==> config.mk <==
export PLATFORM = sky130hd
export DESIGN_NAME = tap_window_search
export DESIGN_NICKNAME = d
export VERILOG_FILES = /design/src/rtl/tws_pkg.sv /design/src/rtl/tws_window_tracker.sv /design/src/rtl/tws_pick.sv /design/src/rtl/tws_sequencer.sv /design/src/rtl/tap_window_search.sv
export SDC_FILE = /design/constraint.sdc
export NUM_CORES = 1
export LEC_CHECK = 0
export BUFFER_PORTS_ARGS = -buffer_cell sky130_fd_sc_hd__buf_2
export CORE_UTILIZATION = 64
export CTS_BUF_LIST = sky130_fd_sc_hd__clkbuf_4
export DETAILED_ROUTE_END_ITERATION = 8
export GPL_ROUTABILITY_DRIVEN = 1
export PLACE_DENSITY = 0.95
export SYNTH_ARGS = -nofsm -noshare
export SYNTH_HDL_FRONTEND = slang
export SYNTH_SLANG_ARGS = --single-unit
==> constraint.sdc <==
create_clock -name clk -period 3.2 [get_ports clk]
set_input_delay 0.32 -clock clk [delete_from_list [all_inputs] [get_ports clk]]
set_output_delay 0.32 -clock clk [all_outputs]
set_load 0.005 [all_outputs]
==> src/rtl/tws_pkg.sv <==
package tws_pkg;

  // Controller phases of one search run
  typedef enum logic [2:0] {
    PH_IDLE,
    PH_TEST,
    PH_GAP,
    PH_PICK,
    PH_DONE
  } phase_e;

endpackage

==> src/rtl/tws_window_tracker.sv <==
module tws_window_tracker #(
  parameter int TAP_W  = 5,
  parameter int MARK_W = 8
) (
  input  logic              clk,
  input  logic              rst_n,
  input  logic              clear_i,
  input  logic              sample_i,
  input  logic              pass_i,
  input  logic [TAP_W-1:0]  tap_i,
  output logic [MARK_W-1:0] first_o,
  output logic [MARK_W-1:0] last_o,
  output logic              live_o,
  output logic              shut_o
);

  localparam logic [MARK_W-1:0] UNSEEN = '1;

  logic [MARK_W-1:0] first_q, last_q;
  logic              live_q, shut_q;
  logic [MARK_W-1:0] tap_wide;

  assign tap_wide = MARK_W'(tap_i);

  always_ff @(posedge clk) begin
    if (!rst_n || clear_i) begin
      first_q <= UNSEEN;
      last_q  <= UNSEEN;
      live_q  <= 1'b0;
      shut_q  <= 1'b0;
    end else if (sample_i) begin
      if (pass_i) begin
        if (first_q == UNSEEN) first_q <= tap_wide;
        live_q <= 1'b1;
      end else if (live_q) begin
        last_q <= tap_wide;
        shut_q <= 1'b1;
        live_q <= 1'b0;
      end
    end
  end

  assign first_o = first_q;
  assign last_o  = last_q;
  assign live_o  = live_q;
  assign shut_o  = shut_q;

  // once a start is recorded it stays until the next clear
  a_r4_start_kept: assert property (@(posedge clk) disable iff (!rst_n)
    (first_q != UNSEEN) && !clear_i |=> first_q == $past(first_q));

  // a fail after a pass records the closing tap and drops the live flag
  a_r5_close_edge: assert property (@(posedge clk) disable iff (!rst_n)
    sample_i && !pass_i && live_q && !clear_i |=>
      shut_q && !live_q && (last_q == MARK_W'($past(tap_i))));

endmodule

==> src/rtl/tws_pick.sv <==
module tws_pick #(
  parameter int TAP_W = 5,
  parameter int MARK_W = 8,
  parameter logic [TAP_W-1:0] SAFE_TAP = 5'd16
) (
  input  logic [MARK_W-1:0] first_i,
  input  logic [MARK_W-1:0] last_i,
  input  logic              live_i,
  input  logic              shut_i,
  output logic [TAP_W-1:0]  tap_o,
  output logic              ok_o
);

  localparam logic [MARK_W-1:0] TOP_TAP = MARK_W'({TAP_W{1'b1}});

  // Truncating midpoint of two tap values, carried one bit wider for the sum
  function automatic logic [TAP_W-1:0] mid_of(input logic [MARK_W-1:0] a,
                                               input logic [MARK_W-1:0] b);
    logic [MARK_W:0] sum;
    sum = {1'b0, a} + {1'b0, b};
    return TAP_W'(sum >> 1);
  endfunction

  always_comb begin
    if (shut_i)      tap_o = mid_of(first_i, last_i);
    else if (live_i) tap_o = mid_of(first_i, TOP_TAP);
    else             tap_o = SAFE_TAP;
  end

  assign ok_o = shut_i | live_i;

endmodule

==> src/rtl/tws_sequencer.sv <==
module tws_sequencer
  import tws_pkg::*;
#(
  parameter int TAP_W = 5,
  parameter logic [TAP_W-1:0] SAFE_TAP = 5'd16
) (
  input  logic             clk,
  input  logic             rst_n,
  input  logic             start_i,
  input  logic             test_done_i,
  input  logic [TAP_W-1:0] pick_tap_i,
  input  logic             pick_ok_i,
  output logic [TAP_W-1:0] tap_o,
  output logic             test_req_o,
  output logic             busy_o,
  output logic             done_o,
  output logic             success_o,
  output logic             sample_o,
  output logic             clear_o
);

  localparam logic [TAP_W-1:0] LAST_TAP = '1;

  phase_e           phase_q;
  logic [TAP_W-1:0] tap_q;
  logic             ok_q;

  always_ff @(posedge clk) begin
    if (!rst_n) begin
      phase_q <= PH_IDLE;
      tap_q   <= SAFE_TAP;
      ok_q    <= 1'b0;
    end else begin
      case (phase_q)
        PH_IDLE: if (start_i) begin
          phase_q <= PH_TEST;
          tap_q   <= '0;
          ok_q    <= 1'b0;
        end
        PH_TEST: if (test_done_i) begin
          if (tap_q == LAST_TAP) begin
            phase_q <= PH_PICK;
          end else begin
            phase_q <= PH_GAP;
            tap_q   <= tap_q + 1'b1;
          end
        end
        PH_GAP:  phase_q <= PH_TEST;
        PH_PICK: begin
          phase_q <= PH_DONE;
          tap_q   <= pick_tap_i;
          ok_q    <= pick_ok_i;
        end
        PH_DONE: phase_q <= PH_IDLE;
        default: phase_q <= PH_IDLE;
      endcase
    end
  end

  assign tap_o      = tap_q;
  assign success_o  = ok_q;
  assign test_req_o = (phase_q == PH_TEST);
  assign busy_o     = (phase_q != PH_IDLE);
  assign done_o     = (phase_q == PH_DONE);
  assign sample_o   = (phase_q == PH_TEST) && test_done_i;
  assign clear_o    = (phase_q == PH_IDLE) && start_i;

  // tap bus frozen across consecutive request cycles
  a_r3_tap_hold: assert property (@(posedge clk) disable iff (!rst_n)
    test_req_o && $past(test_req_o) |-> $stable(tap_o));

  // a verdict ends the request for at least one cycle
  a_r3_req_drop: assert property (@(posedge clk) disable iff (!rst_n)
    sample_o |=> !test_req_o);

  // taps advance by exactly one after each verdict below the top
  a_r2_step: assert property (@(posedge clk) disable iff (!rst_n)
    sample_o && (tap_o != LAST_TAP) |=> tap_o == $past(tap_o) + 1'b1);

  // done is a single-cycle pulse followed by idle
  a_r9_done_pulse: assert property (@(posedge clk) disable iff (!rst_n)
    done_o |=> !done_o && !busy_o);

endmodule

==> src/rtl/tap_window_search.sv <==
module tap_window_search #(
  parameter int TAP_W  = 5,
  parameter int MARK_W = 8,
  parameter logic [TAP_W-1:0] SAFE_TAP = 5'd16
) (
  input  logic             clk,
  input  logic             rst_n,
  input  logic             start_i,
  output logic             done_o,
  output logic             busy_o,
  output logic             success_o,
  output logic [TAP_W-1:0] tap_o,
  output logic             test_req_o,
  input  logic             test_done_i,
  input  logic             test_pass_i
);

  logic              sample_w, clear_w;
  logic [MARK_W-1:0] first_w, last_w;
  logic              live_w, shut_w;
  logic [TAP_W-1:0]  pick_tap_w;
  logic              pick_ok_w;

  tws_sequencer #(.TAP_W(TAP_W), .SAFE_TAP(SAFE_TAP)) u_seq (
    .clk        (clk),
    .rst_n      (rst_n),
    .start_i    (start_i),
    .test_done_i(test_done_i),
    .pick_tap_i (pick_tap_w),
    .pick_ok_i  (pick_ok_w),
    .tap_o      (tap_o),
    .test_req_o (test_req_o),
    .busy_o     (busy_o),
    .done_o     (done_o),
    .success_o  (success_o),
    .sample_o   (sample_w),
    .clear_o    (clear_w)
  );

  tws_window_tracker #(.TAP_W(TAP_W), .MARK_W(MARK_W)) u_trk (
    .clk     (clk),
    .rst_n   (rst_n),
    .clear_i (clear_w),
    .sample_i(sample_w),
    .pass_i  (test_pass_i),
    .tap_i   (tap_o),
    .first_o (first_w),
    .last_o  (last_w),
    .live_o  (live_w),
    .shut_o  (shut_w)
  );

  tws_pick #(.TAP_W(TAP_W), .MARK_W(MARK_W), .SAFE_TAP(SAFE_TAP)) u_pick (
    .first_i(first_w),
    .last_i (last_w),
    .live_i (live_w),
    .shut_i (shut_w),
    .tap_o  (pick_tap_w),
    .ok_o   (pick_ok_w)
  );

  // reported success matches the region flags at the done pulse
  a_r9_flag: assert property (@(posedge clk) disable iff (!rst_n)
    done_o |-> success_o == (shut_w | live_w));

  // a failed search always lands on the safe tap
  a_r8_default: assert property (@(posedge clk) disable iff (!rst_n)
    done_o && !success_o |-> tap_o == SAFE_TAP);

  // a fresh sweep starts with no region recorded
  a_r11_fresh: assert property (@(posedge clk) disable iff (!rst_n)
    clear_w |=> !live_w && !shut_w);

endmodule

[Word level (Yosys, flattened, before mapping)]
Index checks and enable logic that the tools add are counted.
Widths: inputs -> output; s select.
Storage, ports and cells
  output and inout port bits: 9
  register bits: 25
  bits of input ports: 5
  logic and storage cells: 47
Cells by class
  reduce and logical (&&, ||, !) cells: 13
  muxes and demuxes: 13
  bitwise logic cells: 2
  add/subtract/negate cells: 3
  eq/ne operators: 9
Operators by type and width (number)
  $mux 5: 5
  $pmux 5 s3: 1
  $pmux 3 s4: 1
  $eq 8x8->1 const B: 1
  $add 6x5->6 const B: 1
  $add 6x6->6: 1
  $eq 3x2->1 const B: 2
  $mux 3: 2
  $reduce_and 3->1: 2
  $reduce_bool 3->1: 2
  $add 5x1->5 const B: 1
  $eq 5x5->1 const B: 1
  $ne 2x2->1 const B: 2
  $reduce_and 2->1: 2
  $reduce_and 4->1: 1
  $eq 3x1->1 const B: 1
  $eq 3x3->1 const B: 1
  $logic_not 3->1: 1
  $mux 1: 3
  $logic_and 1x1->1: 2
  $ne 2x1->1 const B: 1
  $pmux 1 s2: 1
  $reduce_bool 2->1: 1
  $logic_not 1->1: 1
  3 further kinds: 3

[Longest topological paths before layout]
  word-level depth: 4
  depth in mapped cells: 8
  depth with buffers taken out: 8

[Hierarchy]
A second synthesis with hierarchy kept.
Unflattened totals
  cell total of the unflattened synthesis: 173
  area total of the unflattened synthesis: 1458.9 um^2
Modules (own cells, without submodules)
  tws_window_tracker: instances 1, cells each 59, area an instance 578.1 um^2
  tws_sequencer: instances 1, cells each 69, area an instance 550.5 um^2
  tws_pick: instances 1, cells each 45, area an instance 330.3 um^2

[Least setup slack after synthesis]
No wires, ideal clock.
  path kind: reg2reg
  start: register u_seq.tap_q[0], in the netlist u_seq.tap_o[0]
  end: register u_seq.tap_q[4], in the netlist u_seq.tap_o[4]
  data required time: 3070 ps
  cell stages (with the launch flop): 9
  path buffers: 0
  setup time: 130 ps
  clock period less this slack: 2016 ps
  slack: 1184 ps
  arrival time: 1886 ps
  cell sequence: dfxtp_1 > ha_1 > and3_1 > ha_1 > nand2b_1 > a221oi_2 > nor2b_1 > a311oi_1 > o21ai_0
On the way
  cells in the longest elaborated chain, start to end: 4
RTL lines
  start: declaration: line tws_sequencer.sv:25  | logic [TAP_W-1:0] tap_q;
  start signal: assignment: line tws_sequencer.sv:45  | tap_q <= tap_q + 1'b1;
  start signal: assignment: line tws_sequencer.sv:51  | tap_q <= pick_tap_i;
  $add 5x1->5: line tws_sequencer.sv:45
  $mux 5: line tws_sequencer.sv:41  | if (tap_q == LAST_TAP) begin
  $mux 5: line tws_sequencer.sv:40  | PH_TEST: if (test_done_i) begin
  $pmux 5 s3: line tws_sequencer.sv:34  | case (phase_q)
Parallel ways exist; a longest one is shown, timed or not. The select of a mux whose other input is x is not followed.
A chain may end at the register's enable or synchronous reset.

[Final worst setup path]
  start: register u_seq.tap_q[0], in the netlist u_seq.tap_o[0]
  end: register u_seq.tap_q[2], in the netlist u_seq.tap_o[2]
Same word-level chain as after synthesis.

==> run metrics <==
Reg clk slew, reported paths 0.13 ns; CTS tree done; R2R cell count 8; H-tree depth 1; CTS Hold Buffers Added 0; All-Layer GR Usage 31.4%; sequential area share after synthesis approximately 36%; Hold Path End u_trk.live_o; Initial Util 71.6%; CP max stage delay 0.53 ns; final std cells w/o fill ~190; required time worst endpoint 3.42 ns; Die Ht 46.9 um; Tightest Hold Check Type input port to flip-flop; storage element area 460 um^2; Crit path arrival time approximately 2.7 ns; critical path's slowest cell a221oi_2; Ant. Diodes 0; delay-heaviest family, CP compound AO/OA/AOI/OAI gates; vias per std cell 6.30; CP endpoint kind flip-flop; clk buf depth 2; vias in the first global route ~1,000; Clk Latency, worst-skew pair between 0.3 and 0.4 ns; Post-CTS Setup Repair Bufs 0; cell repeated most along the worst path ha_1; post-route ant nets 0; Resized Gates After CTS 0; iteration-0 DRC count of the detailed router 61; setup ws final 0.753 ns; CTS Buf Count 3; Tmin final 2.45 ns; row cnt 15; largest net degree at the start of global routing 13; Final Util 77.7%; placed insts 184; Post-synth ARST share 0%; hold path startpoint test_pass_i; Core Region roughly 0.0018 mm^2; Root Buffer clkbuf_4; drt drc 0; number of synthesized flops with an enable pin 0; average instance area after synthesis between 8 and 9 um^2; RSZ-0062 raised after global routing no; FF-to-FF setup slack around 0.75 ns; Relative slew margins between 30% and 40%; yosys warns 0; drt total wl 2970 um; critical path class flip-flop to flip-flop; grt ovf 0; nets ~180; Synth cell types 42; 1st-pass router iterations 4; Worst Path Max Fanout 8; worst flop-to-flop path endpoint u_seq.tap_o[2]; Syn Inst Count 150; clock tree sinks 23; Peak Freq 409 MHz; filler instances between 100 and 150; Mapped Area 0.00129 mm^2; Synth Flop Type dfxtp_1; routed len/inst about 16 um; Setup Skew 0.00993 ns; Slew Limit Fails 0; area grow syn2layout 8.54%; Tcrit/Tclk final about three quarters; initial antenna violation count 0; worst path bufs/invs 0; Worst Tran Pin Value 0.921 ns; Die W 46.9 um; CP Launch Point u_seq.tap_o[0]; Peak VDD IR 0.295 mV; PortBufs 13; post-place setup slack 0.845 ns; Max-Cap Viols 0; Yosys reg bits 23; RD Place Congestion 0.979; first-pass GRT wire length 4720 um; accumulated negative setup slack 0 ns; status complete, no violations; Multi-input gate area 778 um^2; Cell Pwr Density 375 mW/mm^2; worst r2r src u_seq.tap_o[0]; Setup crit start kind flip-flop; Worst Hold Depth 3; crit-path cells ha_1, and3_1, ha_1, nand2b_1, a221oi_2, o21ai_0, a21oi_1, o22ai_1; Die ar. 0.00220 mm^2; # IOs 14; final setup vio count 0; Fin. Hold Viols 0; hpwl dp 2160 um; leak pwr 0.633 nW; vias post-DR 1,185; fraction of layout cells with a size suffix above 1 between 10% and 20%; Post-Syn Nets 164
report_power, final:
group          leakage (nW)  internal (mW)  switching (mW)
registers             0.187          0.294          0.0127
logic                 0.428         0.0298          0.0418
clock network        0.0184         0.0572          0.0888
total                 0.633          0.381           0.143
cells in the mapped netlist (all sizes together), types with 2 or more instances:
| master | n | area share [%] |
|---|---|---|
| xor2 | 3 | 2.0 |
| nor2 | 4 | 1.2 |
| nand4 | 2 | 0.97 |
| nor3 | 6 | 2.3 |
| a21oi | 9 | 3.5 |
| o22ai | 2 | 0.97 |
| a22oi | 2 | 1.2 |
| or3 | 2 | 0.97 |
| mux2i | 7 | 5.4 |
| ha | 8 | 7.8 |
| o221ai | 2 | 1.4 |
| nor2b | 3 | 1.5 |
| o21ai | 9 | 3.5 |
| nand2b | 4 | 2.5 |
| a31oi | 3 | 1.5 |
| inv | 8 | 2.3 |
| and2 | 2 | 0.97 |
| xnor2 | 5 | 3.4 |
| nand2 | 23 | 6.9 |
| nor3b | 2 | 1.2 |
| clkbuf | 3 | 0.87 |
| dfxtp | 23 | 36 |
worst reg2reg max path: stages, from the launching register on:
cell and delay (ns):
dfxtp_1 0.39, ha_1 0.25, and3_1 0.19, ha_1 0.16, nand2b_1 0.20, a221oi_2 0.53
o21ai_0 0.25, a21oi_1 0.27, o22ai_1 0.11
through the flow:
step	hold slack, ns	instance area, um^2	power (mW)
after detailed placement	0.451	1370	0.382
after floorplan	0.432	1290	0.358
after global routing	0.283	1400	0.544
after global placement	0.444	1370	0.378
after CTS	0.266	1400	0.525
final	0.271	1400	0.524
cell type report:
class / count / share of cell area, %
multi-input cells: 114 / 55.6
inverters: 9 / 2.50
flip-flops and latches: 23 / 32.9
repair buffers: 13 / 4.65
well taps: 25 / 2.23
clock buffers: 4 / 2.14
per-layer routing:
metal	GRT usage, %	wire, um	vias to the layer above
met4	16.6	163	0
met3	3.85	236	22
met1	41.7	1290	536
met2	49.7	1270	67
met5	0	0	-
li1	-	-	560
flip-flops by register name, indices dropped and copies added, names as in the netlist:
name and count:
u_seq.phase_q 3, u_seq.success_o 1, u_seq.tap_o 5, u_trk.first_o 6, u_trk.last_o 6, u_trk.live_o 1
u_trk.shut_o 1
worst max path at each step:
stage / endpoint / slack, ns / depth (start not counted)
2_1_floorplan: u_seq.tap_o[4] / 1.18 / 8
3_3_place_gp: u_seq.tap_o[4] / 1.09 / 8
3_5_place_dp: u_seq.tap_o[2] / 0.84 / 8
4_1_cts: u_seq.tap_o[2] / 0.82 / 8
5_1_grt: u_seq.tap_o[2] / 0.53 / 8
6_report: u_seq.tap_o[2] / 0.75 / 8
cell usage in the layout (no fill, tap or decap), drive strengths merged, types with 2 or more instances in the layout:
cell    netlist  routed
nor3          6       6
dfxtp        23      23
clkbuf        3       4
xor2          3       3
nand4         2       2
buf           1      13
mux2i         7       7
inv           8       8
o21ai         9       9
o22ai         2       2
a31oi         3       3
o221ai        2       2
a22oi         2       2
xnor2         5       5
a21oi         9       9
or3           2       2
nor2b         3       3
nor3b         2       2
ha            8       8
and2          2       2
nor2          4       4
nand2b        4       4
nand2        23      23
kinds of logic (layout without fill, tap and decap cells):
family / count (synthesis) / count (layout) / synth area share (%)
AO/OA/AOI/OAI: 35 / 35 / 17.7
XOR/XNOR: 8 / 8 / 5.43
adder cells (fa/ha/maj): 9 / 9 / 9.31
buffers and inverters: 13 / 26 / 3.98
flip-flops: 23 / 23 / 35.7
multiplexers: 7 / 7 / 5.43
AND/OR/NAND/NOR: 55 / 55 / 22.4
(Power assumes the default switching activity.)
